### config.mk
export PLATFORM = sky130hd
export DESIGN_NAME = next_pc_unit
export DESIGN_NICKNAME = d
export VERILOG_FILES = /design/src/rtl/npc_pkg.sv /design/src/rtl/npc_select.sv /design/src/rtl/npc_targets.sv /design/src/rtl/npc_pc_reg.sv /design/src/rtl/next_pc_unit.sv
export SDC_FILE = /design/constraint.sdc
export NUM_CORES = 1
export LEC_CHECK = 0
export BUFFER_PORTS_ARGS = -buffer_cell sky130_fd_sc_hd__buf_2
export CAP_MARGIN = 20
export CORE_MARGIN = 2
export CORE_UTILIZATION = 59
export DETAILED_ROUTE_END_ITERATION = 16
export PLACE_DENSITY_LB_ADDON = 0.05
export SYNTH_ARGS = -nofsm -noshare
export SYNTH_HDL_FRONTEND = slang
export SYNTH_SLANG_ARGS = --single-unit
### constraint.sdc
create_clock -name clk -period 9.2 [get_ports clk]
set_input_delay 0.92 -clock clk [delete_from_list [all_inputs] [get_ports clk]]
set_output_delay 0.92 -clock clk [all_outputs]
set_load 0.005 [all_outputs]
### src/rtl/npc_pkg.sv
package npc_pkg;

    localparam int unsigned WORD_W     = 32;
    localparam int unsigned OPC_W      = 6;
    localparam int unsigned JFIELD_W   = 26;
    localparam int unsigned IMM_W      = 16;
    localparam int unsigned ALIGN_W    = 2;
    localparam int unsigned REGION_W   = WORD_W - JFIELD_W - ALIGN_W;
    localparam int unsigned STEP_BYTES = 4;

    localparam logic [OPC_W-1:0] OPC_JUMP = 6'b000010;
    localparam logic [OPC_W-1:0] OPC_BEQ  = 6'b000100;
    localparam logic [OPC_W-1:0] OPC_BNE  = 6'b000101;

    typedef logic [WORD_W-1:0] word_t;

    typedef enum logic [1:0] {
        NXT_SEQ  = 2'd0,
        NXT_BR   = 2'd1,
        NXT_JUMP = 2'd2
    } nxt_sel_e;

    typedef struct packed {
        logic [OPC_W-1:0]    opc;
        logic [JFIELD_W-1:0] body;
    } instr_s;

    function automatic word_t scaled_offset(input logic [IMM_W-1:0] imm);
        return {{(WORD_W-IMM_W-ALIGN_W){imm[IMM_W-1]}}, imm, {ALIGN_W{1'b0}}};
    endfunction

    function automatic word_t region_target(input word_t seq, input logic [JFIELD_W-1:0] fld);
        return {seq[WORD_W-1 -: REGION_W], fld, {ALIGN_W{1'b0}}};
    endfunction

endpackage

### src/rtl/npc_select.sv
module npc_select
    import npc_pkg::*;
(
    input  logic [OPC_W-1:0] opc,
    input  logic             eq_flag,
    output nxt_sel_e         sel
);
    logic is_beq;
    logic is_bne;
    logic taken;

    always_comb begin
        is_beq = (opc == OPC_BEQ);
        is_bne = (opc == OPC_BNE);
        taken  = (is_beq && eq_flag) || (is_bne && !eq_flag);
        if (opc == OPC_JUMP) begin
            sel = NXT_JUMP;
        end else if (taken) begin
            sel = NXT_BR;
        end else begin
            sel = NXT_SEQ;
        end
    end
endmodule

### src/rtl/npc_targets.sv
module npc_targets
    import npc_pkg::*;
(
    input  word_t  seq_addr,
    input  instr_s ins,
    output word_t  br_addr,
    output word_t  jmp_addr
);
    word_t off;

    always_comb begin
        off      = scaled_offset(ins.body[IMM_W-1:0]);
        br_addr  = seq_addr + off;
        jmp_addr = region_target(seq_addr, ins.body);
    end
endmodule

### src/rtl/npc_pc_reg.sv
module npc_pc_reg
    import npc_pkg::*;
#(
    parameter word_t RESET_VEC = 32'h0040_0000
) (
    input  logic  clk,
    input  logic  rst,
    input  logic  en,
    input  word_t d,
    output word_t q
);
    always_ff @(posedge clk) begin
        if (rst) begin
            q <= RESET_VEC;
        end else if (en) begin
            q <= d;
        end
    end
endmodule

### src/rtl/next_pc_unit.sv
module next_pc_unit
    import npc_pkg::*;
#(
    parameter logic [31:0] RESET_VEC = 32'h0040_0000
) (
    input  logic        clk,
    input  logic        rst,
    input  logic        step_en,
    input  logic [31:0] instr,
    input  logic        eq_flag,
    output logic [31:0] pc,
    output logic [31:0] pc_plus4
);
    instr_s   ins;
    nxt_sel_e sel;
    word_t    br_addr;
    word_t    jmp_addr;
    word_t    nxt;

    assign ins      = instr_s'(instr);
    assign pc_plus4 = pc + word_t'(STEP_BYTES);

    npc_select i_select (
        .opc     (ins.opc),
        .eq_flag (eq_flag),
        .sel     (sel)
    );

    npc_targets i_targets (
        .seq_addr (pc_plus4),
        .ins      (ins),
        .br_addr  (br_addr),
        .jmp_addr (jmp_addr)
    );

    always_comb begin
        unique case (sel)
            NXT_BR:   nxt = br_addr;
            NXT_JUMP: nxt = jmp_addr;
            default:  nxt = pc_plus4;
        endcase
    end

    npc_pc_reg #(.RESET_VEC(RESET_VEC)) i_pc_reg (
        .clk (clk),
        .rst (rst),
        .en  (step_en),
        .d   (nxt),
        .q   (pc)
    );
endmodule

# Word-level counts from Yosys, hierarchy flattened
# Cells that the tools add are included.
# word_totals
ff_bits,32
in_bits,36
out_inout_bits,64
# op_classes
addsub,2
n_eq_ne,5
mux,3
n_reduce_logical,4
# op_table
operator,n
$pmux W32 S2,1
$add A32 B3 Y32 const B,1
$add A32 B32 Y32,1
$eq A6 B3 Y1 const B,2
$eq A6 B2 Y1 const B,1
$eq A2 B1 Y1 const B,1
$eq A2 B2 Y1 const B,1
$logic_and A1 B1 Y1,2
$mux W2,1
$logic_not A1 Y1,1
$logic_or A1 B1 Y1,1
$mux W1,1

# Logic depth before layout (Yosys ltp)
# Gate-level depths: netlist of the first run.
# depth
ltp_word,7
ltp_mapped,18

# Modules after synthesis
# A second synthesis of the first run with hierarchy kept.
# hier_totals
hier_cells,588
area_unflattened_um2,4540.6
# modules_own_cells
module,n_inst,cells_each,area_per_inst_um2
npc_targets,1,270,2008.2
next_pc_unit,1,211,1316.3
npc_pc_reg,1,103,1166.1
npc_select,1,4,50.0

# Worst setup path before layout of the first run
# OpenSTA, ideal clock, no wires.
# synth_path
path_kind,flip-flop to flip-flop
start,register i_pc_reg.q[6]
end,register i_pc_reg.q[27]
setup_time_ns,0.132
arrival_ns,3.595
required_time_ns,9.068
path_slack_ns,5.474
path_stages_with_launch,18
cell_sequence,dfxtp_1 -> and3_1 -> and3_1 -> clkbuf_1 -> nand2_1 -> nor2_1 -> nand3_1 -> xnor2_1 -> ha_1 -> a21oi_1 -> nor3_1 -> a2111oi_2 -> o22ai_2 -> a211oi_2 -> o21ai_0 -> xor2_1 -> a221oi_2 -> nor3_1
# synth_between
elab_chain_cells,3
# synth_rtl
item,line_no,text
"start, declared",npc_pc_reg.sv:10,output word_t q
"start signal, assigned",npc_pc_reg.sv:14,q <= RESET_VEC;
"start signal, assigned",npc_pc_reg.sv:16,q <= d;
$add A32 B3 Y32,next_pc_unit.sv:21,assign pc_plus4 = pc + word_t'(STEP_BYTES);
net pc_plus4[14],next_pc_unit.sv:12,output logic [31:0] pc_plus4
$add A32 B32 Y32,npc_targets.sv:13,br_addr = seq_addr + off;
$pmux W32 S2,next_pc_unit.sv:37,unique case (sel)
# The timed path passes the listed nets, and every way through them passes these cells.
# A chain may end at the register's enable or synchronous reset.

# Worst setup path in the final report of the first run
# layout_path
start,register i_pc_reg.q[6]
end,register i_pc_reg.q[29]
# layout_between
elab_chain_cells,3
# layout_rtl
item,line_no
$add A32 B3 Y32 (*),next_pc_unit.sv:21
$add A32 B32 Y32,npc_targets.sv:13
$pmux W32 S2 (*),next_pc_unit.sv:37
# Mark *: on every way between the ends. The rest lies on a longest branch, timed or not.

==> results.yml, run 1 <==
status:
  status: "complete, no violations"
route:
  totalWireLength_um: 11330
  ant_nets: 0
  avgViaCountPerCell: 6.324
  route.vias.total: 4256
  route.detailed.drc: 0
  routedWlPerCell_um: 16.84
  dr.pass1.iters: 5
  drt_iter0_drc: 196
logic_synthesis:
  async_flop_share: 0
  yosysMostFrequentCell: "nand2_1"
  synth_top_family_by_area: "simple AND/OR/NAND/NOR gates"
  yosysTopAreaCell: "dfxtp_1"
  synth_compound_area_frac: 0.2612
  synth_adder_area_share: 0.1253
  synth_area_per_cell_um2: 7.319
  ys_seq_elements: 30
  synth-xor-area-share: 0.1166
  syn_inst: 513
  synth_cell_types: 60
  yosysWarnings: 0
  synthFlopType: "dfxtp_1"
  synth_top_area_frac: 0.1599
  ys_top_cells_by_count: "nand2_1 (70), nor2_1 (47), ha_1 (36)"
  synth-edff-count: 0
  synth-seq-area-share: 0.1599
  synth_mux_area_frac: 0.002666
  yosys.area_share.simple: 0.2862
  syn-cell-area_um2: 3755
  synth_area_leaders: "dfxtp_1 (16%), ha_1 (12%), xnor2_1 (7.5%)"
critical_path:
  arrival_ps: 4670
  worstPathMaxFanout: 6
  start_kind: "register"
  path_class: "register to register"
  critPathMaxStageDelay_ps: 550
  critical_path_required_ps: 9420
  path_delay_family: "simple AND/OR/NAND/NOR gates"
  end_kind: "register"
  critPathBufInv: 0
  path_cells: "and3_1 -> and3_1 -> nand2_1 -> nor2_1 -> and4_1 -> xor2_1 -> ha_1 -> nand2_1 -> nor3_1 -> a2111oi_2 -> a2bb2oi_1 -> o311a_2 -> o31ai_1 -> a21oi_1 -> xnor2_1 -> nand3_1 -> a31oi_1"
  cp_slowest_cell: "a2111oi_2"
sta:
  rsz0062_at_grt: "no"
  setup_violations: 0
  fmax_mhz: 224.8
  drv_slew: 0
  setup_tns_ps: 0
  relSlewSlack: 0.5371
  hold_slack_ps: 526.0
  period_needed_ps: 4449
  worst_slack_ps: 4751
  fin_skew_ps: 8.063
  finalCritPeriodShare: 0.4836
  finalHoldViolCount: 0
  worstMarginPinSlew_ps: 694.3
global_route:
  grt_max_degree: 65
  antenna_found_initial: 0
  grt_overflow: 0
  track_usage: 0.3188
  grt_util_met2: 0.5527
  met3_usage: 0.05242
  grt_pass1_vias: 4011
  met1_usage: 0.4006
  busiest_layer: "met2"
  grt_first_pass_wirelength_um: 18700
hold_path:
  hp-class: "register to register"
cts:
  hold_buffers: 0
  cts.htree.levels: 2
  cts_tree: "done"
  post-cts-setup-buffer-count: 0
  clock-root-buffer: "clkbuf_8"
  cts_max_path_buffers: 2
  clk_latency_ps: 300
  cts_buffers: 5
  path_clk_slew_ps: 80
  ctsResizeCount: 0
  cts.sinks: 30
floorplan:
  die_w_um: 83.78
  start_util: 0.6016
  die_h_um: 83.78
  coreArea_um2: 6241
  die_area_um2: 7018
  io_pins: 100
  core.rowCount: 29
flow_run:
  max_cap_violations: 0
final_layout:
  fillers: 581
  drive_gt1_frac: 0.2081
  syn_to_final_growth_pct: 16.46
  num-nets-final: 668
  reg_top3: "i_pc_reg.q x30"
  largest_reg_flops: 30
  fin_util: 0.7007
  largest-register: "i_pc_reg.q"
  antennaDiodeCount: 0
placed_design:
  dp_hpwl_um: 8122
  port_buffers: 95
  gp_congestion: 0.9404
  preCtsSetupSlack_ps: 4833
pwr:
  power_leakage_uw: 0.002088
  cellPowerDensity_nw_per_um2: 103.8
  ir_worst_vdd_mv: 0.06035
## metal layers
layer / vias to the layer above / wire (um)
li1: 2052 / -
met1: 1993 / 4745
met2: 193 / 5536
met3: 18 / 890
met4: 0 / 157
met5: - / 0
## worst reg2reg max path, delay by kind of cell, from the launching register on
kind,cells,cell delay [ps]
DFF,1,470
adders and majority gates,1,350
AOI/OAI and AO/OA,6,1490
xor gates and xnor gates,2,410
and+or+nand+nor,8,1650
## power by group
part	switching, uW	internal (uW)
Sequential	12.3	138
Combinational	103	79.7
Clock	60.1	60.5
## per-stage QoR
| stage | total power, uW | cell area [um^2] | instances |
|---|---|---|---|
| floorplan | 278.1 | 3766 | 516 |
| global placement | 326.8 | 4262 | 664 |
| detailed placement | 330.7 | 4262 | 664 |
| CTS | 451.8 | 4353 | 672 |
| global route | 478.2 | 4373 | 673 |
| finish | 453.8 | 4373 | 673 |
## layout make-up
type,count,area (um^2),area share
Timing Repair Buffer,99,518.0,0.1185
Sequential cell,30,600.6,0.1373
Inverter,16,60.06,0.01373
Tap cell,77,96.34,0.02203
Multi-Input combinational cell,443,3007,0.6876
Clock inverter,1,5.005,0.001144
Clock buffer,7,86.33,0.01974
## cell families after synthesis
family / after synthesis
and+or+nand+nor: 217
AOI/OAI and AO/OA: 134
xor gates and xnor gates: 50
buffers and inverters: 43
adders and majority gates: 37
DFF: 30
other: 1
muxes: 1
## final timing paths
path | startpoint | endpoint | slack (ps) | cells past startpoint
hold / removal | i_pc_reg.q[10] | i_pc_reg.q[10] | 530 | 2
hold reg to reg | i_pc_reg.q[10] | i_pc_reg.q[10] | 530 | 2
setup reg to reg | i_pc_reg.q[6] | i_pc_reg.q[29] | 4750 | 17
setup / recovery | i_pc_reg.q[6] | i_pc_reg.q[29] | 4750 | 17
## cells in the final DEF, fill, tap and decap left out, drive strengths merged, types with 3 or more instances in the layout
master  count
buf        99
nand2      70
nor2       47
ha         36
xnor2      32
a21oi      31
dfxtp      30
nor3       23
nand3      22
a21o       19
xor2       18
inv        16
o21ai      16
a221oi     16
nand4      10
and3        9
a22oi       9
a311oi      9
and4        8
a211oi      8
a31oi       7
clkbuf      7
nand2b      6
o21bai      4
nand3b      4
conb        4
nor4        4
nor4b       4
nor2b       3
No activity file was read; power rests on OpenSTA's default activity.
==> run 2: changes to the inputs <==
- CORE_UTILIZATION: 59 -> 54
- clock period: 9.2 -> 4.2 ns (I/O delays scaled with it)
==> run 2 against run 1 <==
  * Register-to-register slack worse by 4500 ps
  * Clock skew about the same
  * Via count up 2.0%
  * Die area up 8.8%
  * Cell area up 2.8%
  * First-iteration DRC count up 25%
  * Critical path depth down 5
  * Flip-flop and latch count unchanged
  * Largest cell class unchanged
  * Largest power group unchanged
  * Highest routed layer unchanged
==> results.yml, run 2 (synthesized netlist as in run 1, its figures left out) <==
status:
  status: "complete, no violations"
route:
  route.detailed.drc: 0
  dr.pass1.iters: 5
  avgViaCountPerCell: 6.313
  drt_iter0_drc: 245
  ant_nets: 0
  routedWlPerCell_um: 16.93
  totalWireLength_um: 11650
  route.vias.total: 4343
global_route:
  grt_first_pass_wirelength_um: 18680
  grt_max_degree: 65
  antenna_found_initial: 0
  grt_pass1_vias: 3940
  track_usage: 0.3013
  met1_usage: 0.3987
  grt_util_met2: 0.5131
  grt_overflow: 0
  met3_usage: 0.03886
  busiest_layer: "met2"
final_layout:
  final_cell_mix: "buf_2 (95), nand2_1 (70), nor2_1 (45)"
  fillers: 623
  largest-register: "i_pc_reg.q"
  syn_to_final_growth_pct: 19.73
  final_common_cell: "buf_2"
  multi_input_area_um2: 3048
  finalNonFillerCells: 688
  num-nets-final: 680
  drive_gt1_frac: 0.2303
  largest_reg_flops: 30
  antennaDiodeCount: 0
  seqCellArea_um2: 600.6
  reg_top3: "i_pc_reg.q x30"
hold_path:
  hp-class: "primary input to register"
sta:
  finalCritPeriodShare: 0.9339
  setup_tns_ps: 0
  period_needed_ps: 3922
  fin_skew_ps: 8.522
  worstMarginPinSlew_ps: 696.7
  hold_slack_ps: 403.2
  setup_violations: 0
  drv_slew: 0
  fmax_mhz: 255.0
  worst_slack_ps: 277.7
  relSlewSlack: 0.5355
  rsz0062_at_grt: "no"
  finalHoldViolCount: 0
floorplan:
  die_w_um: 87.39
  die_area_um2: 7636
  core.rowCount: 30
  die_h_um: 87.39
  coreArea_um2: 6756
  io_pins: 100
  start_util: 0.5557
placed_design:
  dp_cells: 679
  preCtsSetupSlack_ps: 156.9
  dp_hpwl_um: 8465
  gp_congestion: 0.9426
  port_buffers: 95
critical_path:
  end_kind: "register"
  critical_path_required_ps: 4410
  path_class: "register to register"
  start_kind: "register"
  arrival_ps: 4130
  worstPathMaxFanout: 6
pwr:
  cellPowerDensity_nw_per_um2: 223.1
  finalPower_uw: 1003
  ir_worst_vdd_mv: 0.1841
  power_leakage_uw: 0.002167
cts:
  clk_latency_ps: 290
  cts.htree.levels: 2
  clock-root-buffer: "clkbuf_8"
  cts_buffers: 5
  hold_buffers: 0
  cts_max_path_buffers: 2
  cts_tree: "done"
  cts.sinks: 30
  path_clk_slew_ps: 80
flow_run:
  max_cap_violations: 0
-- run 2: report_power, final --
part | total [uW] | internal [uW] | switching [uW]
sequential | 327 | 302 | 24.7
clock | 265 | 133 | 132
combinational | 412 | 182 | 230
total | 1000 | 617 | 386
-- run 2: worst paths after layout --
| check | startpoint | endpoint | slack, ps | depth (start not counted) |
|---|---|---|---|---|
| worst max-delay path | i_pc_reg.q[17] | i_pc_reg.q[30] | 280 | 12 |
| worst min-delay path | instr[11] | i_pc_reg.q[13] | 400 | 3 |
| worst max register to register | i_pc_reg.q[17] | i_pc_reg.q[30] | 280 | 12 |
| worst min register to register | i_pc_reg.q[25] | i_pc_reg.q[25] | 500 | 2 |
-- run 2: timing repair --
action,CTS,global route
gates resized for setup,0,6
setup endpoints to repair,0,8
setup buffers,0,1
-- run 2: through the flow --
step | utilization | area (um^2)
6_report | 0.6654 | 4496
5_1_grt | 0.6654 | 4496
4_1_cts | 0.6581 | 4447
3_5_place_dp | 0.6446 | 4355
3_3_place_gp | 0.6446 | 4355
2_1_floorplan | - | 3766
-- run 2: layout make-up --
type,instances,share of cell area
inverter,16,0.01336
clock buffer,7,0.01920
sequential,30,0.1336
clock inverter,1,0.001113
multi-input combinational,443,0.6780
tap,80,0.02227
timing repair buffer,111,0.1325
-- run 2: layer usage --
layer  part of all wire  routed length [um]
met2               0.48                5595
met1               0.44                5155
met5                  0                   0
met4              0.016                 187
met3              0.061                 708
-- run 2: worst max-delay path, cell delays in order, from the launching register on --
cell,delay (ps)
dfxtp_1,470
and4_1,330
and3_1,200
nand4_1,230
nor4b_2,500
and3_1,280
xnor2_1,190
ha_1,350
a21o_1,190
a21oi_1,220
nand4b_1,150
o41a_1,490
a211oi_1,240
